<file path="src/rtl/rlm_pkg.sv">
package rlm_pkg;

  typedef enum logic [1:0] {
    WM_8  = 2'd0,
    WM_10 = 2'd1,
    WM_16 = 2'd2,
    WM_20 = 2'd3
  } width_mode_e;

  // ceiling in bits per word bit, for narrow and wide word modes
  localparam int unsigned UI_PER_BIT_NARROW = 16;
  localparam int unsigned UI_PER_BIT_WIDE   = 32;
  localparam int unsigned NARROW_MAX_BITS   = 10;

  function automatic int unsigned mode_bits(input logic [1:0] m);
    case (width_mode_e'(m))
      WM_8:    return 8;
      WM_10:   return 10;
      WM_16:   return 16;
      default: return 20;
    endcase
  endfunction

  function automatic int unsigned mode_ceiling(input logic [1:0] m);
    int unsigned b;
    b = mode_bits(m);
    return (b <= NARROW_MAX_BITS) ? b * UI_PER_BIT_NARROW : b * UI_PER_BIT_WIDE;
  endfunction

  localparam int unsigned WIDEST_BITS = 20;
  localparam int unsigned CEIL_MAX    = WIDEST_BITS * UI_PER_BIT_WIDE;

endpackage

</file>
<file path="src/rtl/rlm_limit_clamp.sv">
module rlm_limit_clamp
  import rlm_pkg::*;
#(
  parameter int THR_W = 10,
  parameter int CNT_W = 10
) (
  input  logic [1:0]       mode_i,
  input  logic [THR_W-1:0] raw_i,
  output logic [CNT_W-1:0] eff_o
);
  localparam int CMP_W = (THR_W > CNT_W) ? THR_W : CNT_W;

  logic [CNT_W-1:0] ceil_v;
  logic [CMP_W-1:0] raw_x;
  logic [CMP_W-1:0] ceil_x;

  always_comb begin
    ceil_v = CNT_W'(mode_ceiling(mode_i));
    raw_x  = CMP_W'(raw_i);
    ceil_x = CMP_W'(ceil_v);
    eff_o  = (raw_x > ceil_x) ? ceil_v : CNT_W'(raw_i);
  end

endmodule

</file>
<file path="src/rtl/rlm_run_tracker.sv">
module rlm_run_tracker
  import rlm_pkg::*;
#(
  parameter int MAX_W = 20,
  parameter int CNT_W = 10
) (
  input  logic             clk,
  input  logic             rst,
  input  logic [MAX_W-1:0] word_i,
  input  logic [1:0]       mode_i,
  input  logic [CNT_W-1:0] limit_i,
  output logic             hit_o
);
  localparam int IDX_W = $clog2(MAX_W);
  localparam int NB_W  = $clog2(MAX_W + 1);
  localparam logic [CNT_W-1:0] CNT_TOP = '1;

  function automatic logic [CNT_W-1:0] bump(input logic [CNT_W-1:0] v);
    return (v == CNT_TOP) ? v : v + 1'b1;
  endfunction

  logic [CNT_W-1:0]            carry_q;
  logic                        last_q;
  logic [NB_W-1:0]             nbits;
  logic [IDX_W-1:0]            top_idx;
  logic [MAX_W-1:0]            valid;
  logic [MAX_W-1:0]            over;
  logic [MAX_W-1:0][CNT_W-1:0] run_vec;

  always_comb begin
    nbits   = NB_W'(mode_bits(mode_i));
    top_idx = IDX_W'(nbits - 1'b1);
  end

  // run length ending at each bit position, chained LSB to MSB
  for (genvar i = 0; i < MAX_W; i++) begin : g_pos
    logic [CNT_W-1:0] run;
    if (i == 0) begin : g_first
      assign run = (word_i[0] == last_q) ? bump(carry_q) : CNT_W'(1);
    end else begin : g_next
      assign run = (word_i[i] == word_i[i-1]) ? bump(g_pos[i-1].run) : CNT_W'(1);
    end
    assign run_vec[i] = run;
    assign valid[i]   = (NB_W'(i) < nbits);
    assign over[i]    = valid[i] && (run > limit_i);
  end

  assign hit_o = |over;

  always_ff @(posedge clk) begin
    if (rst) begin
      carry_q <= '0;
      last_q  <= 1'b0;
    end else begin
      carry_q <= run_vec[top_idx];
      last_q  <= word_i[top_idx];
    end
  end

  // word whose valid bits all continue the stored run
  logic uniform;
  always_comb begin
    uniform = 1'b1;
    for (int k = 0; k < MAX_W; k++) begin
      if (valid[k] && (word_i[k] != last_q)) uniform = 1'b0;
    end
  end

  // a word that fully continues the run extends it by its width
  p_uniform_grow_r4: assert property (@(posedge clk) disable iff (rst)
    (uniform && (carry_q <= CNT_TOP - CNT_W'(MAX_W)))
    |=> (carry_q == $past(carry_q) + CNT_W'($past(nbits))));

  // a saturated run stays saturated while it continues
  p_sat_hold_r8: assert property (@(posedge clk) disable iff (rst)
    (uniform && (carry_q == CNT_TOP)) |=> (carry_q == CNT_TOP));

endmodule

</file>
<file path="src/rtl/rlm_pulse_stretch.sv">
module rlm_pulse_stretch #(
  parameter int HOLD_CYC = 2
) (
  input  logic clk,
  input  logic rst,
  input  logic hit_i,
  output logic flag_o
);
  localparam int HOLD_W = (HOLD_CYC > 2) ? $clog2(HOLD_CYC) : 1;

  logic [HOLD_W-1:0] timer_q;

  always_ff @(posedge clk) begin
    if (rst) begin
      timer_q <= '0;
      flag_o  <= 1'b0;
    end else if (hit_i) begin
      timer_q <= HOLD_W'(HOLD_CYC - 1);
      flag_o  <= 1'b1;
    end else begin
      flag_o  <= (timer_q != '0);
      if (timer_q != '0) timer_q <= timer_q - 1'b1;
    end
  end

  // an offending word raises the flag on the next edge
  p_hit_raises_r2: assert property (@(posedge clk) disable iff (rst)
    hit_i |=> flag_o);

  // a fresh flag is held for a second cycle
  p_min_width_r3: assert property (@(posedge clk) disable iff (rst)
    $rose(flag_o) |=> flag_o);

  // a low flag with no offending word stays low
  p_quiet_low_r3: assert property (@(posedge clk) disable iff (rst)
    (!hit_i && !flag_o) |=> !flag_o);

endmodule

</file>
<file path="src/rtl/run_length_monitor.sv">
module run_length_monitor
  import rlm_pkg::*;
#(
  parameter int MAX_W    = 20,
  parameter int THR_W    = 10,
  parameter int HOLD_CYC = 2
) (
  input  logic             clk,
  input  logic             rst,
  input  logic [MAX_W-1:0] data_word,
  input  logic [1:0]       width_mode,
  input  logic [THR_W-1:0] run_limit,
  output logic             run_alarm
);
  localparam int CNT_W = $clog2(CEIL_MAX + 2);

  logic [CNT_W-1:0] eff_limit;
  logic             word_hit;

  rlm_limit_clamp #(
    .THR_W (THR_W),
    .CNT_W (CNT_W)
  ) u_clamp (
    .mode_i (width_mode),
    .raw_i  (run_limit),
    .eff_o  (eff_limit)
  );

  rlm_run_tracker #(
    .MAX_W (MAX_W),
    .CNT_W (CNT_W)
  ) u_track (
    .clk     (clk),
    .rst     (rst),
    .word_i  (data_word),
    .mode_i  (width_mode),
    .limit_i (eff_limit),
    .hit_o   (word_hit)
  );

  rlm_pulse_stretch #(
    .HOLD_CYC (HOLD_CYC)
  ) u_hold (
    .clk    (clk),
    .rst    (rst),
    .hit_i  (word_hit),
    .flag_o (run_alarm)
  );

endmodule

</file>
<file path="config.mk">
export PLATFORM = sky130hd
export DESIGN_NAME = run_length_monitor
export DESIGN_NICKNAME = d
export VERILOG_FILES = /design/src/rtl/rlm_pkg.sv /design/src/rtl/rlm_limit_clamp.sv /design/src/rtl/rlm_run_tracker.sv /design/src/rtl/rlm_pulse_stretch.sv /design/src/rtl/run_length_monitor.sv
export SDC_FILE = /design/constraint.sdc
export NUM_CORES = 1
export LEC_CHECK = 0
export BUFFER_PORTS_ARGS = -buffer_cell sky130_fd_sc_hd__buf_2
export CAP_MARGIN = 20
export CORE_MARGIN = 2
export CORE_UTILIZATION = 35
export DETAILED_ROUTE_END_ITERATION = 10
export GPL_TIMING_DRIVEN = 0
export HOLD_SLACK_MARGIN = 0.15
export PLACE_DENSITY = 0.51
export REMOVE_ABC_BUFFERS = 1
export SLEW_MARGIN = 15
export SYNTH_ARGS = -nofsm -noshare
export SYNTH_HDL_FRONTEND = slang
export SYNTH_SLANG_ARGS = --single-unit
export TNS_END_PERCENT = 20
</file>
<file path="constraint.sdc">
create_clock -name clk -period 65 [get_ports clk]
set_input_delay 13 -clock clk [delete_from_list [all_inputs] [get_ports clk]]
set_output_delay 13 -clock clk [all_outputs]
set_load 0.05 [all_outputs]
</file>
---- Word level (Yosys, flattened, before mapping) ----
Index checks and enable logic that the tools add are counted.
operators by class
  add/subtract/negate cells ............... 22
  $lt $le $gt $ge ......................... 43
  eq/ne operators ......................... 42
  multiplexer cells ....................... 50
  reductions and logical operators ........ 22
operators by type and width
  operator                                                     count
  2-to-1 mux 10 bit                                            43
  greater-than comparator 10 bit                               21
  adder 10 x 1 -> 10 bit (second input constant)               20
  equality test 10 bit (second input constant)                 20
  binary-select mux 10 bit (select 5 bit)                      1
  less-than comparator 4 x 5 -> 1 bit (first input constant)   8
  <= comparator 32 x 4 -> 1 bit (second input constant)        1
  equality test 1 bit                                          20
  logical AND 1 bit                                            20
  less-than comparator 3 x 5 -> 1 bit (first input constant)   4
  less-than comparator 5 bit (first input constant)            4
  OR reduction 20 bit                                          1
  one-hot mux 5 bit (3 select lines)                           1
  less-than comparator 1 x 5 -> 1 bit (first input constant)   2
  less-than comparator 2 x 5 -> 1 bit (first input constant)   2
  less-than comparator 5 x 6 -> 1 bit (second input constant)  1
  binary-select mux 1 bit (select 5 bit)                       1
  subtractor 5 x 1 -> 5 bit (second input constant)            1
  2-to-1 mux 1 bit                                             4
  equality test 2 x 1 -> 1 bit (second input constant)         1
  equality test 2 bit (second input constant)                  1
  zero test 2 bit                                              1
  subtractor 1 bit (second input constant)                     1
storage, ports and cells
  register bits ........................... 13
  input bits .............................. 34
  output and inout port bits .............. 1
  logic and storage cells ................. 183

---- Depth between registers and ports, before layout ----
  depth after elaboration ................. 64
  mapped depth ............................ 161
  mapped depth without buffers ............ 145

---- Cells and area by module ----
A second synthesis with hierarchy kept.
second synthesis, totals
  cells, all modules ...................... 2277
  area, all modules ....................... 16410.7 µm²
modules (own cells, without submodules)
  module             times used  cells each  area each (µm²)  seq. area each (µm²)
  rlm_run_tracker    1           2241        16095.4          220.2
  rlm_limit_clamp    1           32          259.0            0.0
  rlm_pulse_stretch  1           4           56.3             40.0

---- Worst setup path after synthesis ----
No wires, ideal clock.
  path type ............................... input -> register
  start ................................... in data_word[0]
  end ..................................... reg u_hold.flag_o
  library setup time ...................... 0.116 ns
  data arrival time ....................... 41.842 ns
  required time ........................... 64.884 ns
  setup slack ............................. 23.041 ns
  stages on the path ...................... 147
  path through ............................ xor2_2 > nor2_1 > mux2i_1 > ha_1 > nor3b_2 > nand4_1 > nor2_1 > nand3_1 > a21oi_1 > ha_1 > o21ai_0 > a31oi_1 > and4_1 > clkbuf_1 > nand3_1 > xnor2_1 > or2_2 > ha_1 > (+111 left out) > inv_1 > ha_1 > inv_1 > a2111oi_4 > nand4b_1 > nor2b_1 > xnor2_1 > nor2_1 > ha_1 > nand4_1 > nor2_1 > nor2_1 > a21oi_1 > a211oi_1 > o221ai_1 > a221oi_1 > o21a_1 > a21oi_1
on the way
  longest elaborated chain between the ends .. 63
  elaborated cells on any way between the ends .. 121
RTL lines
  item                                                            line                      source
  from (decl)                                                     run_length_monitor.sv:10  input logic [MAX_W-1:0] data_word,
  equality test 1 bit                                             rlm_run_tracker.sv:39     assign run = (word_i[0] == last_q) ? bump(carry_q) : CNT_W'(1);
  2-to-1 mux 10 bit                                               rlm_run_tracker.sv:39
  adder 10 x 1 -> 10 bit or equality test 10 bit (tied branches)  rlm_run_tracker.sv:19     return (v == CNT_TOP) ? v : v + 1'b1;
  2-to-1 mux 10 bit                                               rlm_run_tracker.sv:19
  2-to-1 mux 10 bit                                               rlm_run_tracker.sv:41     assign run = (word_i[i] == word_i[i-1]) ? bump(g_pos[i-1].run) : CNT_W'(1);
  adder 10 x 1 -> 10 bit or equality test 10 bit (tied branches)  rlm_run_tracker.sv:19
  2-to-1 mux 10 bit                                               rlm_run_tracker.sv:19
  2-to-1 mux 10 bit                                               rlm_run_tracker.sv:41
  (+47 left out)                                                  --
  2-to-1 mux 10 bit                                               rlm_run_tracker.sv:41
  adder 10 x 1 -> 10 bit or equality test 10 bit (tied branches)  rlm_run_tracker.sv:19
  2-to-1 mux 10 bit                                               rlm_run_tracker.sv:19
  2-to-1 mux 10 bit                                               rlm_run_tracker.sv:41
  greater-than comparator 10 bit                                  rlm_run_tracker.sv:45     assign over[i] = valid[i] && (run > limit_i);
  logical AND 1 bit                                               rlm_run_tracker.sv:45
  OR reduction 20 bit *                                           rlm_run_tracker.sv:48     assign hit_o = |over;
  2-to-1 mux 1 bit *                                              rlm_pulse_stretch.sv:17   end else if (hit_i) begin
  to (signal assigned)                                            rlm_pulse_stretch.sv:21   flag_o <= (timer_q != '0);
  to (decl)                                                       rlm_pulse_stretch.sv:7    output logic flag_o
Every way passes the cells marked *; elsewhere a longest branch is shown, timed or not.
A chain may end at the register's enable or synchronous reset.

---- Worst setup path in the final report ----
Ends and elaborated chain as after synthesis.

==> results by group <==
Run status
  • Status: finished, final reports clean

STA
  • Unrepaired setup endpoints after global routing: no
  • Final min period: 53.44 ns
  • Fmax: 18.7 MHz
  • Setup-failing EPs final: 0
  • Tcrit/Tclk final: 0.822
  • Pins over their slew limit: 0
  • Worst-Margin Slew: 1.16 ns
  • Hold Vio Cnt, Final: 0
  • Post-route setup TNS: 0 ns
  • Slew margin rel.: 0.223
  • WHS: 0.432 ns
  • Worst Skew: 0.00165 ns
  • Setup WS post-layout: 11.56 ns

Global route
  • GR Util All Layers: 0.255
  • Largest net degree at the start of global routing: 22
  • Initial antenna violation count: 1
  • Global route overflow: 0
  • Vias in the first global route: 20100
  • Global-route wire length before repair: 116000 um

Routing
  • Top routing layer used: met5
  • Wire per inst: 23.2 um
  • WL met3: 4940 um
  • Final ANT Viol Nets: 0
  • Drt first pass iters: 6
  • Metal-1 WL: 33800 um
  • DR vias: 21800
  • Final wirelength: 74900 um
  • DRC: 0
  • Iter 0 DRT Violations: 2128
  • Met2 WL: 34400 um
  • Post-DR vias/cell: 6.74

Critical path
  • Worst path slowest cell: nor2_2
  • Critical Path Max Stage Delay: 0.81 ns
  • CP Capture Type: flop
  • Kind of critical path: input port to flop
  • Most used cell, CP: ha_1
  • Crit-path max FO: 20
  • Arrival time at the worst endpoint: 53.56 ns
  • Critical path startpoint category: input port
  • Critical Path RT: 65.12 ns

CTS
  • H-tree depth: 1
  • Clock transition at path regs: 0.04 ns
  • TritonCTS clock tree: done
  • Post-CTS Resized: 0
  • Skew-Pair Late Insertion Delay: 0.24 ns
  • Num CTS Buffers: 3
  • Bufs on Longest Clock Path: 2
  • Clock sink count: 13
  • Post-CTS Setup Bufs: 0
  • Hold_buf cts: 0
  • Root Driver: clkbuf_16

Layout
  • Post-layout net count: 2813
  • Share of cells above drive strength 1: 0.0982
  • Synthesis-to-layout area growth: 5.55%
  • Design Area, Final: 19700 um2
  • Area of the multi-input gates: 17700 um2
  • Core Util, Final: 0.375
  • Fill cells: 5591
  • Register Area: 260 um2
  • Non-filler instance count after layout: 3235

Placed design
  • Setup Slack @ Placement: 12.14 ns
  • DP HPWL: 60400 um
  • Placed inst area: 19600 um2
  • Input/output buffers: 34
  • GP Congestion: 0.930
  • Placed Cells: 3228

Yosys
  • Synthesized cell area: 18700 um2
  • Top FF cell, synth: dfxtp_1
  • Asr flop ratio synth: 0
  • Synthesis warning total: 0
  • Mean Syn Cell Area: 7.19 um2
  • Synth cell types: 133
  • Sequential area share after synthesis: 0.0139
  • Post-Syn Instances: 2600
  • #FFs+latches synth: 13
  • Post-synth EDFFs: 0

Die
  • Chip height: 235 um
  • Die X: 235 um
  • Core ar.: 52700 um2
  • I/O Pins: 35
  • Num rows: 84
  • Starting Density: 0.355
  • Die Footprint: 55300 um2

Power
  • Overall power: 0.169 mW
  • Max rail drop VDD: 7.33 uV
  • Pwr Density: 8.54 nW/um2
  • Leakage power: 7.50 nW

Job
  • Max-Cap Viols: 0

Min path
  • Hold WC Path Type: flop to flop
## synthesized netlist by cell type (all sizes together), types with 21 or more instances
master / number / share of area
nand2: 184 / 0.037
and4: 24 / 0.011
or2: 24 / 0.0080
xor2: 35 / 0.018
a21o: 65 / 0.026
a31oi: 43 / 0.016
inv: 111 / 0.022
and2: 52 / 0.018
and3: 39 / 0.013
a211oi: 53 / 0.022
buf: 46 / 0.014
mux4: 21 / 0.025
a21oi: 145 / 0.039
o211ai: 56 / 0.023
nand4: 98 / 0.034
xnor2: 62 / 0.029
o21a: 29 / 0.012
nand2b: 44 / 0.015
o31ai: 28 / 0.013
ha: 232 / 0.16
or4: 25 / 0.011
o21ai: 147 / 0.041
clkbuf: 62 / 0.012
mux2i: 49 / 0.026
or3: 25 / 0.0084
nor3: 86 / 0.025
nor2b: 41 / 0.014
nor4: 65 / 0.028
nor2: 206 / 0.043
o211a: 21 / 0.011
nand3: 103 / 0.029
## per-layer routing
| layer | up-vias | global-route usage |
|---|---|---|
| met3 | 125 | 0.0195 |
| met2 | 934 | 0.424 |
| met5 | - | 0 |
| met1 | 10500 | 0.355 |
| met4 | 2 | 0.0606 |
| li1 | 10200 | - |
## critical path: cells and delay by family
| kind | cells | cell delay, ns |
|---|---|---|
| mux | 4 | 0.84 |
| buf+inv | 9 | 1.41 |
| compound gates | 40 | 12.62 |
| fa+ha+maj | 20 | 6.87 |
| simple gates | 62 | 16.89 |
| xor+xnor | 6 | 1.83 |
## cell type report
cell class                      count  share of cell area
Tap cell                          688              0.0436
Timing Repair Buffer               50              0.0219
Multi-Input combinational cell   2362               0.895
Inverter                          117              0.0225
Clock buffer                        4             0.00400
Sequential cell                    13              0.0132
Antenna cell                        1            0.000127
## logic make-up (layout without fill, tap and decap cells)
kind of cell             after synthesis  count (layout)  synth area share
adder cells (fa/ha/maj)              232             232             0.155
AO/OA/AOI/OAI                        891             891             0.358
XOR/XNOR                              97              97            0.0477
other                                  0               1                 0
multiplexers                          89              89            0.0632
flip-flops                            13              13            0.0139
AND/OR/NAND/NOR                     1053            1053             0.312
buffers and inverters                225             171            0.0499
## state kept, by name, summed over array words and instances, names as in the netlist
register         count
u_track.carry_q     10
u_hold.flag_o        1
u_hold.timer_q       1
u_track.last_q       1
## report_power, final
part,switching [mW],internal [mW]
clock,0.00295,0.00823
sequential,0.00105,0.00869
combinational,0.0961,0.0515
## worst paths after layout
kind	from	end	slack, ns	cells past startpoint
setup / recovery	data_word[0]	u_hold.flag_o	11.56	141
hold / removal	u_hold.timer_q	u_hold.flag_o	0.43	2
setup reg to reg	u_track.carry_q[0]	u_hold.flag_o	23.57	141
hold reg to reg	u_hold.timer_q	u_hold.flag_o	0.43	2
## cell usage in the layout (no fill, tap or decap), types with 44 or more instances in the layout
cell | synthesis | final
a211oi_1 | 49 | 49
mux2i_1 | 49 | 47
nand2b_1 | 44 | 44
nor4_1 | 52 | 51
and2_1 | 50 | 49
o211ai_1 | 53 | 53
nand2_1 | 183 | 181
a21oi_1 | 144 | 144
a21o_1 | 65 | 65
nand4_1 | 93 | 93
nor2_1 | 201 | 200
nor3_1 | 80 | 80
inv_1 | 94 | 94
ha_1 | 232 | 232
nand3_1 | 98 | 98
xnor2_1 | 61 | 59
o21ai_0 | 112 | 109
Note: power is estimated with default switching activity, not from simulation.
